### src/rtl/dma2d_pkg.sv
package dma2d_pkg;

  typedef enum logic [1:0] {
    ESZ_B1  = 2'd0,
    ESZ_B2  = 2'd1,
    ESZ_B4  = 2'd2,
    ESZ_B4X = 2'd3
  } esz_e;

  typedef enum logic [2:0] {
    REG_BASE  = 3'd0,
    REG_ICNT  = 3'd1,
    REG_ISTEP = 3'd2,
    REG_OCNT  = 3'd3,
    REG_OSTEP = 3'd4,
    REG_CTRL  = 3'd5
  } reg_e;

  typedef enum logic {
    WS_IDLE = 1'b0,
    WS_RUN  = 1'b1
  } wstate_e;

  // shift amount that turns an element step into a byte step
  function automatic logic [1:0] esz_shift(input esz_e e);
    case (e)
      ESZ_B1:  return 2'd0;
      ESZ_B2:  return 2'd1;
      default: return 2'd2;
    endcase
  endfunction

endpackage

### src/rtl/dma2d_cfg.sv
module dma2d_cfg
  import dma2d_pkg::*;
#(
  parameter int AW = 32,
  parameter int CW = 16,
  parameter int SW = 16
) (
  input  logic          clk,
  input  logic          rst_n,
  input  logic          we,
  input  logic [2:0]    sel,
  input  logic [AW-1:0] wdata,
  input  logic          lock,
  output logic [AW-1:0] base,
  output logic [CW-1:0] icnt,
  output logic [SW-1:0] istep,
  output logic [CW-1:0] ocnt,
  output logic [SW-1:0] ostep,
  output esz_e          esz,
  output logic          circ,
  output logic          rowirq
);

  logic [AW-1:0] base_q, base_d;
  logic [CW-1:0] icnt_q, icnt_d, ocnt_q, ocnt_d;
  logic [SW-1:0] istep_q, istep_d, ostep_q, ostep_d;
  logic [3:0]    ctrl_q, ctrl_d;
  logic          wr_en;

  assign wr_en = we & ~lock;

  always_comb begin
    base_d  = base_q;
    icnt_d  = icnt_q;
    istep_d = istep_q;
    ocnt_d  = ocnt_q;
    ostep_d = ostep_q;
    ctrl_d  = ctrl_q;
    case (reg_e'(sel))
      REG_BASE:  base_d  = wdata;
      REG_ICNT:  icnt_d  = wdata[CW-1:0];
      REG_ISTEP: istep_d = wdata[SW-1:0];
      REG_OCNT:  ocnt_d  = wdata[CW-1:0];
      REG_OSTEP: ostep_d = wdata[SW-1:0];
      REG_CTRL:  ctrl_d  = wdata[3:0];
      default:   ;
    endcase
  end

  always_ff @(posedge clk or negedge rst_n) begin
    if (!rst_n) begin
      base_q  <= '0;
      icnt_q  <= '0;
      istep_q <= '0;
      ocnt_q  <= '0;
      ostep_q <= '0;
      ctrl_q  <= '0;
    end else if (wr_en) begin
      base_q  <= base_d;
      icnt_q  <= icnt_d;
      istep_q <= istep_d;
      ocnt_q  <= ocnt_d;
      ostep_q <= ostep_d;
      ctrl_q  <= ctrl_d;
    end
  end

  assign base   = base_q;
  assign icnt   = icnt_q;
  assign istep  = istep_q;
  assign ocnt   = ocnt_q;
  assign ostep  = ostep_q;
  assign esz    = esz_e'(ctrl_q[1:0]);
  assign circ   = ctrl_q[2];
  assign rowirq = ctrl_q[3];

  AST_CFG_LOCKED: assert property (@(posedge clk) disable iff (!rst_n)
    lock && we |=> $stable(base_q) && $stable(icnt_q) && $stable(ocnt_q)
                   && $stable(istep_q) && $stable(ostep_q) && $stable(ctrl_q));

endmodule

### src/rtl/dma2d_walk.sv
module dma2d_walk
  import dma2d_pkg::*;
#(
  parameter int CW = 16
) (
  input  logic          clk,
  input  logic          rst_n,
  input  logic          start,
  input  logic [CW-1:0] icnt_cfg,
  input  logic [CW-1:0] ocnt_cfg,
  input  logic          circ,
  input  logic          accept,
  output logic          busy,
  output logic          go,
  output logic          row_last,
  output logic          buf_last
);

  localparam logic [CW:0] CNT_ONE = (CW+1)'(1);

  function automatic logic [CW:0] expand(input logic [CW-1:0] c);
    return (c == '0) ? {1'b1, {CW{1'b0}}} : {1'b0, c};
  endfunction

  wstate_e     st_q, st_d;
  logic [CW:0] icnt_q, icnt_d, ocnt_q, ocnt_d;
  logic        en;

  assign go       = (st_q == WS_IDLE) & start;
  assign row_last = (icnt_q == CNT_ONE);
  assign buf_last = row_last & (ocnt_q == CNT_ONE);
  assign en       = go | ((st_q == WS_RUN) & accept);

  always_comb begin
    st_d   = st_q;
    icnt_d = icnt_q;
    ocnt_d = ocnt_q;
    if (go) begin
      st_d   = WS_RUN;
      icnt_d = expand(icnt_cfg);
      ocnt_d = expand(ocnt_cfg);
    end else if (buf_last) begin
      if (circ) begin
        icnt_d = expand(icnt_cfg);
        ocnt_d = expand(ocnt_cfg);
      end else begin
        st_d = WS_IDLE;
      end
    end else if (row_last) begin
      icnt_d = expand(icnt_cfg);
      ocnt_d = ocnt_q - CNT_ONE;
    end else begin
      icnt_d = icnt_q - CNT_ONE;
    end
  end

  always_ff @(posedge clk or negedge rst_n) begin
    if (!rst_n) begin
      st_q   <= WS_IDLE;
      icnt_q <= '0;
      ocnt_q <= '0;
    end else if (en) begin
      st_q   <= st_d;
      icnt_q <= icnt_d;
      ocnt_q <= ocnt_d;
    end
  end

  assign busy = (st_q == WS_RUN);

  AST_CNT_LIVE: assert property (@(posedge clk) disable iff (!rst_n)
    busy |-> (icnt_q != '0) && (ocnt_q != '0));
  AST_IDLE_START: assert property (@(posedge clk) disable iff (!rst_n)
    !busy && start |=> busy);
  AST_STOP_HALTS: assert property (@(posedge clk) disable iff (!rst_n)
    busy && accept && buf_last && !circ |=> !busy);
  AST_CIRC_STAYS: assert property (@(posedge clk) disable iff (!rst_n)
    busy && accept && buf_last && circ |=> busy);

endmodule

### src/rtl/dma2d_addr.sv
module dma2d_addr
  import dma2d_pkg::*;
#(
  parameter int AW = 32,
  parameter int SW = 16
) (
  input  logic          clk,
  input  logic          rst_n,
  input  logic          go,
  input  logic          accept,
  input  logic          row_last,
  input  logic          buf_last,
  input  logic          circ,
  input  logic [AW-1:0] base,
  input  logic [SW-1:0] istep,
  input  logic [SW-1:0] ostep,
  input  esz_e          esz,
  output logic [AW-1:0] addr
);

  localparam int EXT = AW - SW;

  logic [AW-1:0] addr_q, addr_d;
  logic [SW-1:0] step_sel;
  logic [AW-1:0] step_ext, step_bytes;
  logic [1:0]    sh;
  logic          en;

  assign sh         = esz_shift(esz);
  assign step_sel   = row_last ? ostep : istep;
  assign step_ext   = {{EXT{step_sel[SW-1]}}, step_sel};
  assign step_bytes = step_ext << sh;
  assign en         = go | (accept & ~(buf_last & ~circ));

  always_comb begin
    if (go || (buf_last && circ)) addr_d = base;
    else                           addr_d = addr_q + step_bytes;
  end

  always_ff @(posedge clk or negedge rst_n) begin
    if (!rst_n)  addr_q <= '0;
    else if (en) addr_q <= addr_d;
  end

  assign addr = addr_q;

  AST_ADDR_HOLD: assert property (@(posedge clk) disable iff (!rst_n)
    !accept && !go |=> $stable(addr_q));

endmodule

### src/rtl/dma2d_evt.sv
module dma2d_evt (
  input  logic clk,
  input  logic rst_n,
  input  logic accept,
  input  logic row_last,
  input  logic buf_last,
  input  logic rowirq,
  output logic done,
  output logic irq
);

  logic done_q, done_d, irq_q, irq_d;

  always_comb begin
    done_d = accept & buf_last;
    irq_d  = accept & (buf_last | (row_last & rowirq));
  end

  always_ff @(posedge clk or negedge rst_n) begin
    if (!rst_n) begin
      done_q <= 1'b0;
      irq_q  <= 1'b0;
    end else begin
      done_q <= done_d;
      irq_q  <= irq_d;
    end
  end

  assign done = done_q;
  assign irq  = irq_q;

  AST_DONE_IMPLIES_IRQ: assert property (@(posedge clk) disable iff (!rst_n)
    done |-> irq);

endmodule

### src/rtl/dma2d_agen.sv
module dma2d_agen
  import dma2d_pkg::*;
#(
  parameter int AW = 32,
  parameter int CW = 16,
  parameter int SW = 16
) (
  input  logic          clk,
  input  logic          rst_n,
  input  logic          cfg_we,
  input  logic [2:0]    cfg_sel,
  input  logic [AW-1:0] cfg_wdata,
  input  logic          start,
  output logic          busy,
  output logic          addr_valid,
  input  logic          addr_ready,
  output logic [AW-1:0] addr_out,
  output logic          done,
  output logic          irq
);

  logic [1:0]    rst_sync_q;
  logic          rst_i;
  logic [AW-1:0] base_w;
  logic [CW-1:0] icnt_w, ocnt_w;
  logic [SW-1:0] istep_w, ostep_w;
  esz_e          esz_w;
  logic          circ_w, rowirq_w;
  logic          busy_w, go_w, row_last_w, buf_last_w, accept_w;

  always_ff @(posedge clk or negedge rst_n) begin
    if (!rst_n) rst_sync_q <= 2'b00;
    else        rst_sync_q <= {rst_sync_q[0], 1'b1};
  end
  assign rst_i = rst_sync_q[1];

  assign accept_w = busy_w & addr_ready;

  dma2d_cfg #(.AW(AW), .CW(CW), .SW(SW)) u_cfg (
    .clk(clk), .rst_n(rst_i), .we(cfg_we), .sel(cfg_sel), .wdata(cfg_wdata),
    .lock(busy_w), .base(base_w), .icnt(icnt_w), .istep(istep_w),
    .ocnt(ocnt_w), .ostep(ostep_w), .esz(esz_w), .circ(circ_w), .rowirq(rowirq_w)
  );

  dma2d_walk #(.CW(CW)) u_walk (
    .clk(clk), .rst_n(rst_i), .start(start), .icnt_cfg(icnt_w), .ocnt_cfg(ocnt_w),
    .circ(circ_w), .accept(accept_w), .busy(busy_w), .go(go_w),
    .row_last(row_last_w), .buf_last(buf_last_w)
  );

  dma2d_addr #(.AW(AW), .SW(SW)) u_addr (
    .clk(clk), .rst_n(rst_i), .go(go_w), .accept(accept_w), .row_last(row_last_w),
    .buf_last(buf_last_w), .circ(circ_w), .base(base_w), .istep(istep_w),
    .ostep(ostep_w), .esz(esz_w), .addr(addr_out)
  );

  dma2d_evt u_evt (
    .clk(clk), .rst_n(rst_i), .accept(accept_w), .row_last(row_last_w),
    .buf_last(buf_last_w), .rowirq(rowirq_w), .done(done), .irq(irq)
  );

  assign busy       = busy_w;
  assign addr_valid = busy_w;

  AST_VALID_HELD: assert property (@(posedge clk) disable iff (!rst_i)
    addr_valid && !addr_ready |=> addr_valid && $stable(addr_out));
  AST_BUF_END_PULSE: assert property (@(posedge clk) disable iff (!rst_i)
    accept_w && buf_last_w |=> done && irq);
  AST_CIRC_RELOAD: assert property (@(posedge clk) disable iff (!rst_i)
    accept_w && buf_last_w && circ_w |=> addr_out == $past(base_w));
  AST_RESET_QUIET: assert property (@(posedge clk)
    !rst_i |-> !addr_valid && !done && !irq);

endmodule

### config.mk
export PLATFORM = sky130hd
export DESIGN_NAME = dma2d_agen
export DESIGN_NICKNAME = d
export VERILOG_FILES = /design/src/rtl/dma2d_pkg.sv /design/src/rtl/dma2d_cfg.sv /design/src/rtl/dma2d_walk.sv /design/src/rtl/dma2d_addr.sv /design/src/rtl/dma2d_evt.sv /design/src/rtl/dma2d_agen.sv
export SDC_FILE = /design/constraint.sdc
export NUM_CORES = 1
export LEC_CHECK = 0
export CAP_MARGIN = 20
export CORE_MARGIN = 2
export CORE_UTILIZATION = 25
export DETAILED_ROUTE_END_ITERATION = 10
export PLACE_DENSITY = 0.42
export SLEW_MARGIN = 20
export SYNTH_ARGS = -nofsm -noshare
export SYNTH_HDL_FRONTEND = slang
export SYNTH_HIERARCHICAL = 1
export SYNTH_SLANG_ARGS = --single-unit
export TNS_END_PERCENT = 5
### constraint.sdc
create_clock -name clk -period 5.5 [get_ports clk]
set_input_delay 1.1 -clock clk [delete_from_list [all_inputs] [get_ports clk]]
set_output_delay 1.1 -clock clk [all_outputs]
set_load 0.005 [all_outputs]
# Word-level counts from Yosys, hierarchy flattened
# Index checks and enable logic that the tools add are counted.
# word_totals
regBits,171
output_inout_bits,36
elab_cells,76
# classes
muxes,16
n_bitwise,16
add_sub_neg,3
shifts,1
n_eq_ne,10
reduce_logical,17
# ops
operator,n
$mux 17,10
$eq 17x1->1 const B,2
$sub 17x1->17 const B,2
$add 32x32->32,1
$logic_not 16->1,2
$mux 32,1
$shl 32x2->32,1
$mux 16,1
$reduce_and 2->1,7
$and 1x1->1,10
$eq 3x2->1 const B,2
$eq 3x3->1 const B,2
$reduce_and 3->1,2
$pmux 2 s2,1
$eq 3x1->1 const B,1
$logic_not 3->1,1
$mux 1,3
$ne 3x2->1 const B,1
$not 1->1,3
$or 1x1->1,3
$reduce_bool 3->1,1
$eq 2x1->1 const B,1
$logic_not 2->1,1
$ne 2x1->1 const B,1
other kinds (3),3

# Longest topological paths before layout
# Gate-level depths: netlist of the first run.
# depth
word_depth,6
mapped_depth,21
ltp_nobuf,20

# Cells and area by module
# Netlist of the first run, hierarchy kept.
# by_module_without_submodules
mod,instances,cells_each,area_per_inst_um2,seq_area_each_um2
dma2d_cfg,1,218,3793.6,2502.4
dma2d_addr,1,478,3580.9,800.8
dma2d_walk,1,321,2543.7,875.8
dma2d_agen,1,5,67.6,50.0
dma2d_evt,1,5,67.6,50.0

# Worst setup path before layout of the first run
# OpenSTA, ideal clock, no wires.
# synth_timing
path_type,flip-flop to flip-flop
start,reg u_walk.icnt_q[1]
end,"reg u_addr.addr_q[30], in the netlist u_addr/addr[30]"
arrival_ps,4949
synth_period_minus_slack_ps,5072
slack_ps,428
path_buffers,2
path_stages_with_launch,21
path_cell_list,dfrtp_1 inv_1 ha_1 or4b_4 nor3_1 nand2_1 inv_2 clkbuf_1 buf_1 mux2i_1 nor3_1 ha_1 fa_1 a21o_1 a221o_1 a21oi_4 nor4_1 or2_4 a311oi_2 xor2_1 o21ai_1
# synth_via
elab_chain_cells,6
# synth_lines
element,line,text
start: declaration,dma2d_walk.sv:26,"logic [CW:0] icnt_q, icnt_d, ocnt_q, ocnt_d;"
start signal: assignment,dma2d_walk.sv:64,icnt_q <= icnt_d;
$eq 17x1->1 *,dma2d_walk.sv:30,assign row_last = (icnt_q == CNT_ONE);
named net row_last_w,dma2d_agen.sv:29,"logic busy_w, go_w, row_last_w, buf_last_w, accept_w;"
"parallel branches: the longest is 5 deep, another holds $add 32x32->32",n/a,
end signal: assignment,dma2d_addr.sv:42,else if (en) addr_q <= addr_d;
end: declaration,dma2d_addr.sv:23,"logic [AW-1:0] addr_q, addr_d;"
# Mark *: on every way through the listed nets, which the timed path passes.
# A chain may end at the register's enable or synchronous reset.

# Final worst setup path of the first run
# layout_timing
start,reg u_walk.icnt_q[1]
end,"reg u_addr.addr_q[28], in the netlist u_addr/addr[28]"
# Same word-level chain as after synthesis.

==> results of run 1 <==
kinds of logic after synthesis:
| group | synth area share |
|---|---|
| simple gates | 0.146 |
| compound gates | 0.174 |
| flops | 0.426 |
| other cells | 0.000373 |
| mux | 0.150 |
| fa+ha+maj | 0.0456 |
| buf+inv | 0.0330 |
| xor+xnor | 0.0244 |
final timing paths:
check                                   to        startpoint
max reg2reg                u_addr/addr[28]  u_walk/icnt_q[1]
max in group asynchronous   u_addr/addr[9]     rst_sync_q[1]
min                          rst_sync_q[1]     rst_sync_q[0]
min in group asynchronous    u_cfg/base[2]     rst_sync_q[1]
min reg2reg                  rst_sync_q[1]     rst_sync_q[0]
max                        u_addr/addr[28]  u_walk/icnt_q[1]
worst max-delay path, cell delays in order, from the launching register on:
cell       delay (ns)
dfrtp_1          0.40
inv_1            0.10
ha_1             0.14
or4b_4           0.49
nor3_2           0.28
nand2_1          0.12
inv_2            0.22
buf_4            0.31
mux2_2           0.39
mux2i_1          0.12
o21ai_0          0.09
ha_1             0.39
and3_1           0.22
a221o_1          0.39
a21oi_4          0.21
o21bai_1         0.21
o2bb2ai_1        0.23
a21oi_1          0.24
xor2_1           0.18
o21ai_0          0.09
power groups by stage:
stage | clock, mW | combinational (mW) | sequential (mW)
floorplan | 0 | 0.754 | 1.62
global placement | 0 | 1.25 | 1.67
detailed placement | 0 | 1.25 | 1.67
CTS | 1.25 | 1.26 | 1.65
global route | 1.30 | 1.41 | 1.67
finish | 1.21 | 1.25 | 1.64
routing by layer:
layer / wire, um / vias up
met4: 774 / 0
li1: - / 3894
met1: 15100 / 4070
met2: 14700 / 164
met5: 0 / -
met3: 977 / 34
state kept, by name (all words and copies together), names as in the netlist:
name,count
rst_sync_q,2
u_addr/addr,32
u_cfg/base,32
u_cfg/ctrl_q,4
u_cfg/icnt,16
u_cfg/istep,16
u_cfg/ocnt,16
u_cfg/ostep,16
u_evt/done,1
u_evt/irq,1
u_walk/busy,1
u_walk/icnt_q,17
u_walk/ocnt_q,17
layout by cell type (no fill, tap or decap), types with 16 or more instances in the layout:
master           count
nor4_1              17
nor2_1              75
mux2_2             105
nor3_1              23
clkbuf_16           17
o21ai_0             69
xnor2_1             18
nand2_1             88
ha_1                35
a21oi_1             96
mux2i_1             18
a31oi_1             21
clkdlybuf4s50_1     75
dfrtp_1            170
a21o_1              16
nand3_1             18
nand4_1             16
through the flow:
step            util  worst slack, ns
6_report       0.300            0.549
5_1_grt        0.300            0.128
4_1_cts        0.300            0.367
3_5_place_dp   0.285            0.359
3_3_place_gp   0.285            0.543
2_1_floorplan      -            0.382
final cells by class:
type,count,share of cell area
clock buffer,17,0.0357
clock inverter,15,0.0125
inverter,17,0.00535
multi-input combinational,781,0.458
sequential,171,0.359
tap,525,0.0551
timing repair buffer,91,0.0741
repair_timing:
action / CTS / global route
setup endpoints to repair: 0 / 4
gates resized for setup: 0 / 2
hold buffers: 0 / 0
buffers inserted: 0 / 0
==> reports/summary.txt, run 1 <==
Primary FF master, synth - dfrtp_1
Synth top area share - 0.426
Register Area - 4280 um^2
Post-Place Cell Area - 11300 um^2
Seq pwr share - 0.400
Tot Pwr - 4.09 mW
multi-input logic area - 5460 um^2
Combinational Power Share - 0.306
top cells by count, synth - dfrtp_1 (171), mux2_2 (105), a21oi_1 (97)
crit end category - flop
CTS tree - built
largest area contributor in the netlist - dfrtp_1
grt ovf - 0
initial antenna violation count - 0
grt met2 use - 0.250
vias per inst - 5.05
Worst Clk Skew - 0.0147 ns
Seq/Total Area, Yosys - 0.426
critical path data arrival time - 5.27 ns
M3 GR Usage - 0.0262
1st-pass router iterations - 5
layout cell share with drive strength beyond 1 - 0.170
setup TNS - 0 ns
Placed Instances - 1585
Syn Std Cell Area - 10100 um^2
global-route wire length before repair - 49600 um
Finished Cell Area - 11900 um^2
largest net degree at the start of global routing - 170
fin crit share - 0.900
Hold Path Cell Cnt - 0
chip height - 205 um
Final min period - 4.95 ns
most numerous cell in the Yosys netlist - dfrtp_1
Syn Nets - 1103
CP max FO - 14
GRT Util Overall - 0.155
average size of a mapped cell - 9.79 um^2
Max rail drop VDD - 0.243 mV
met1 usage - 0.208
clock sink count - 171
R2R depth - 19
Clock transition at path regs - 0.07 ns
diode count - 0
Filler cells - 4210
critical setup path kind - reg -> reg
Max Freq - 0.202 GHz
Die ar. - 41800 um^2
Synth Register Bits - 171
clk_lat worst skew - 0.45 ns
Final Slew Violations - 0
Top Ports - 76
FF-to-FF setup slack - 0.55 ns
vias after detailed routing - 8162
port bufs - 75
Least-Margin Pin Slew - 1.05 ns
hold crit path type - reg -> reg
routed length per instance - 19.5 um
row count - 73
Worst slew margin - 0.300
Power Density - 344 nW/um^2
Synth area leaders - dfrtp_1 (43%), mux2_2 (12%), a21oi_1 (4.8%)
# DRC - 0
H-tree Lvls - 4
final setup vio count - 0
grt peak-use layer - met2
async set-reset flop share out of synthesis - 1.00
synth unique cells - 72
unrepaired setup endpoints after global routing - no
DP HPWL - 22500 um
maxcap violations - 0
Max clock buf depth - 2
Yosys warnings - 6
final std cells w/o fill - 1617
vias in the first global route - 8269
clk root buf - clkbuf_16
switching power - 1.45 mW
initial drt markers - 465
CORE AREA - 39700 um^2
routed wire length - 31600 um
Setup crit start kind - flop
Leakage Power - 5.15 nW
RD Place Congestion - 0.842
Starting Density - 0.253
Int Pwr - 2.64 mW
Switching Fraction - 0.355
Die W - 205 um
nets - 1155
Post-synth EDFFs - 0
status - complete, no violations
Final ANT Viol Nets - 0
CTS buffer count - 17
synthesis-to-finish area growth - 18.5%
hold_ws - 0.358 ns
Syn Inst Count - 1027
Clk pwr share - 0.295
Final Hold Fails - 0
Worst EP required - 5.82 ns
Note: power is estimated with default switching activity, not from simulation.
==> run 2: changes to the inputs <==
- CORE_MARGIN: 2 -> default
==> run 2 against run 1 <==
Net effect:
- first-iteration DRC count up 26%
- routed wire length down 0.38%
- the flow now finishes with violations (design-rule violations)
- largest power group unchanged
- highest routed layer unchanged
- clock skew rose by 0.0062 ns
- fmax down 2.9%
- combinational power is essentially flat
- total power rose by 0.75%
- sequential share of layout area about the same
==> reports/summary.txt, run 2 (synthesis gave the netlist of run 1 again) <==
status - finished, violations left
failing checks - design-rule violations
routed wire length - 31400 um (-0.38%)
Final min period - 5.10 ns (+0.150 ns)
Filler cells - 4201 (-0.21%)
# DRC - 2 (+2)
Setup crit start kind - flop
Starting Density - 0.253 (unchanged)
fin crit share - 0.927 (+0.0272)
CTS buffer count - 17 (unchanged)
vias per inst - 5.01 (-0.69%)
Worst Clk Skew - 0.0209 ns (+0.00623 ns)
worst setup margin - 0.400 ns (-0.150 ns)
initial drt markers - 585 (+26%)
hold crit path type - reg -> reg
Final Hold Fails - 0 (unchanged)
most frequent cells in the layout - dfrtp_1 (170), mux2_2 (105), a21oi_1 (96), nand2_1 (88)
critical path data arrival time - 5.42 ns (+0.15 ns)
Die W - 203 um (-0.98%)
Max Freq - 0.196 GHz (-2.9%)
critical path, cell by cell - inv_1, ha_1, or4b_4, nor3_1, nand2_1, inv_2, buf_4, mux2_2, mux2i_1, o21ai_0, ha_1, and3_1, a221o_1, a21oi_4, o21bai_1, o2bb2ai_1, a41oi_1, xor2_1, o21ai_0
met1 usage - 0.214 (+0.00586)
postcts setup bufs - 0 (unchanged)
clk_lat worst skew - 0.46 ns (about the same)
diode count - 0 (unchanged)
Top Ports - 76 (unchanged)
port bufs - 75 (unchanged)
row count - 73 (unchanged)
Final ANT Viol Nets - 0 (unchanged)
H-tree Lvls - 4 (unchanged)
CP max FO - 16 (+2)
CORE AREA - 39700 um^2 (unchanged)
RD Place Congestion - 0.827 (-1.9%)
maxcap violations - 0 (unchanged)
Least-Margin Pin Slew - 1.03 ns (-0.0156 ns)
Final Slew Violations - 0 (unchanged)
DP HPWL - 22800 um (+1.0%)
CTS tree - built
global-route wire length before repair - 49600 um (about the same)
Leakage Power - 5.16 nW (+0.18%)
slowest stage cell, crit path - or4b_4
GRT Util Overall - 0.157 (+0.00241)
nets - 1155 (unchanged)
Tot Pwr - 4.13 mW (+0.75%)
Max rail drop VDD - 0.225 mV (-7.6%)
hold_ws - 0.360 ns (+0.00118 ns)
routed length per instance - 19.4 um (-0.38%)
most common cell after layout, fill and taps aside - dfrtp_1
vias in the first global route - 8089 (-2.2%)
final setup vio count - 0 (unchanged)
M3 GR Usage - 0.0260 (-0.000246)
placement-stage worst setup slack - 0.323 ns (-0.0362 ns)
multi-input logic area - 5450 um^2 (about the same)
critical setup path kind - reg -> reg
layout cell share with drive strength beyond 1 - 0.169 (-0.000916)
Worst EP required - 5.82 ns (about the same)
crit-path max cell delay - 0.48 ns (about the same)
clk root buf - clkbuf_16
chip height - 203 um (-0.98%)
crit end category - flop
Max clock buf depth - 2 (unchanged)
setup TNS - 0 ns (unchanged)
1st-pass router iterations - 8 (+3)
Post-Place Cell Area - 11300 um^2 (unchanged)
clock sink count - 171 (unchanged)
initial antenna violation count - 1 (+1)
Power Density - 346 nW/um^2 (+0.64%)
Worst slew margin - 0.310 (+0.0104)
unrepaired setup endpoints after global routing - no
largest net degree at the start of global routing - 170 (unchanged)
Finished Cell Area - 11900 um^2 (+0.10%)
Register Area - 4280 um^2 (unchanged)
grt met2 use - 0.255 (+0.00514)
synthesis-to-finish area growth - 18.7%
Die ar. - 41000 um^2 (-1.9%)
grt peak-use layer - met2
grt ovf - 0 (unchanged)
Clock transition at path regs - 0.08 ns (about the same)
vias after detailed routing - 8106 (-0.69%)
run 2: changes by cell type in the layout (fill, tap and decap cells not counted):
cell	before	now
clkinv_2	1	0
clkinv_4	2	1
clkinv_8	1	3
clkinvlp_4	1	0
inv_6	4	6
inv_8	6	5
nor3_1	23	24
nor3_2	1	0
run 2: final cells by class:
cell class | count | share of cell area
Sequential cell | 171 | 0.359
Clock buffer | 17 | 0.0357
Clock inverter | 15 | 0.0139
Tap cell | 525 | 0.0551
Timing Repair Buffer | 91 | 0.0740
Inverter | 17 | 0.00535
Multi-Input combinational cell | 781 | 0.457
run 2: what timing repair did:
item	CTS	global route
endpoints found under the setup margin	0	3
hold buffers	0	0
gates resized for setup	0	1
run 2: path summary, 6_finish.rpt:
path,from,to,slack [ns],cells after the start
min,rst_sync_q[0],rst_sync_q[1],0.36,0
max,u_walk/icnt_q[1],u_addr/addr[24],0.40,19
max in group asynchronous,rst_sync_q[1],u_walk/ocnt_q[10],4.29,1
min reg2reg,rst_sync_q[0],rst_sync_q[1],0.36,0
max reg2reg,u_walk/icnt_q[1],u_addr/addr[24],0.40,19
min in group asynchronous,rst_sync_q[1],u_cfg/base[2],0.52,1
run 2: through the flow:
stage	utilization	instances
after floorplan	-	1027
after global placement	0.285	1585
after detailed placement	0.285	1585
after CTS	0.300	1617
after global routing	0.300	1617
final	0.300	1617
run 2: critical path: cells and delay by family, from the launching register on:
family | cells | cell delay (ns)
compound gates | 7 | 1.43
xor+xnor | 1 | 0.16
fa+ha+maj | 2 | 0.53
buf+inv | 3 | 0.71
flops | 1 | 0.40
mux | 2 | 0.49
simple gates | 4 | 1.25
run 2: report_power, final:
group	total, mW	internal (mW)	switching, mW	leakage, nW
Sequential	1.65	1.44	0.212	2.22
Combinational	1.24	0.597	0.645	2.64
Clock	1.24	0.615	0.621	0.292
Total	4.13	2.65	1.48	5.16
run 2: routing by layer:
| layer | part of all wire | vias to the layer above |
|---|---|---|
| li1 | - | 3885 |
| met1 | 0.48 | 4027 |
| met2 | 0.47 | 168 |
| met3 | 0.030 | 26 |
| met4 | 0.019 | 0 |
| met5 | 0 | - |
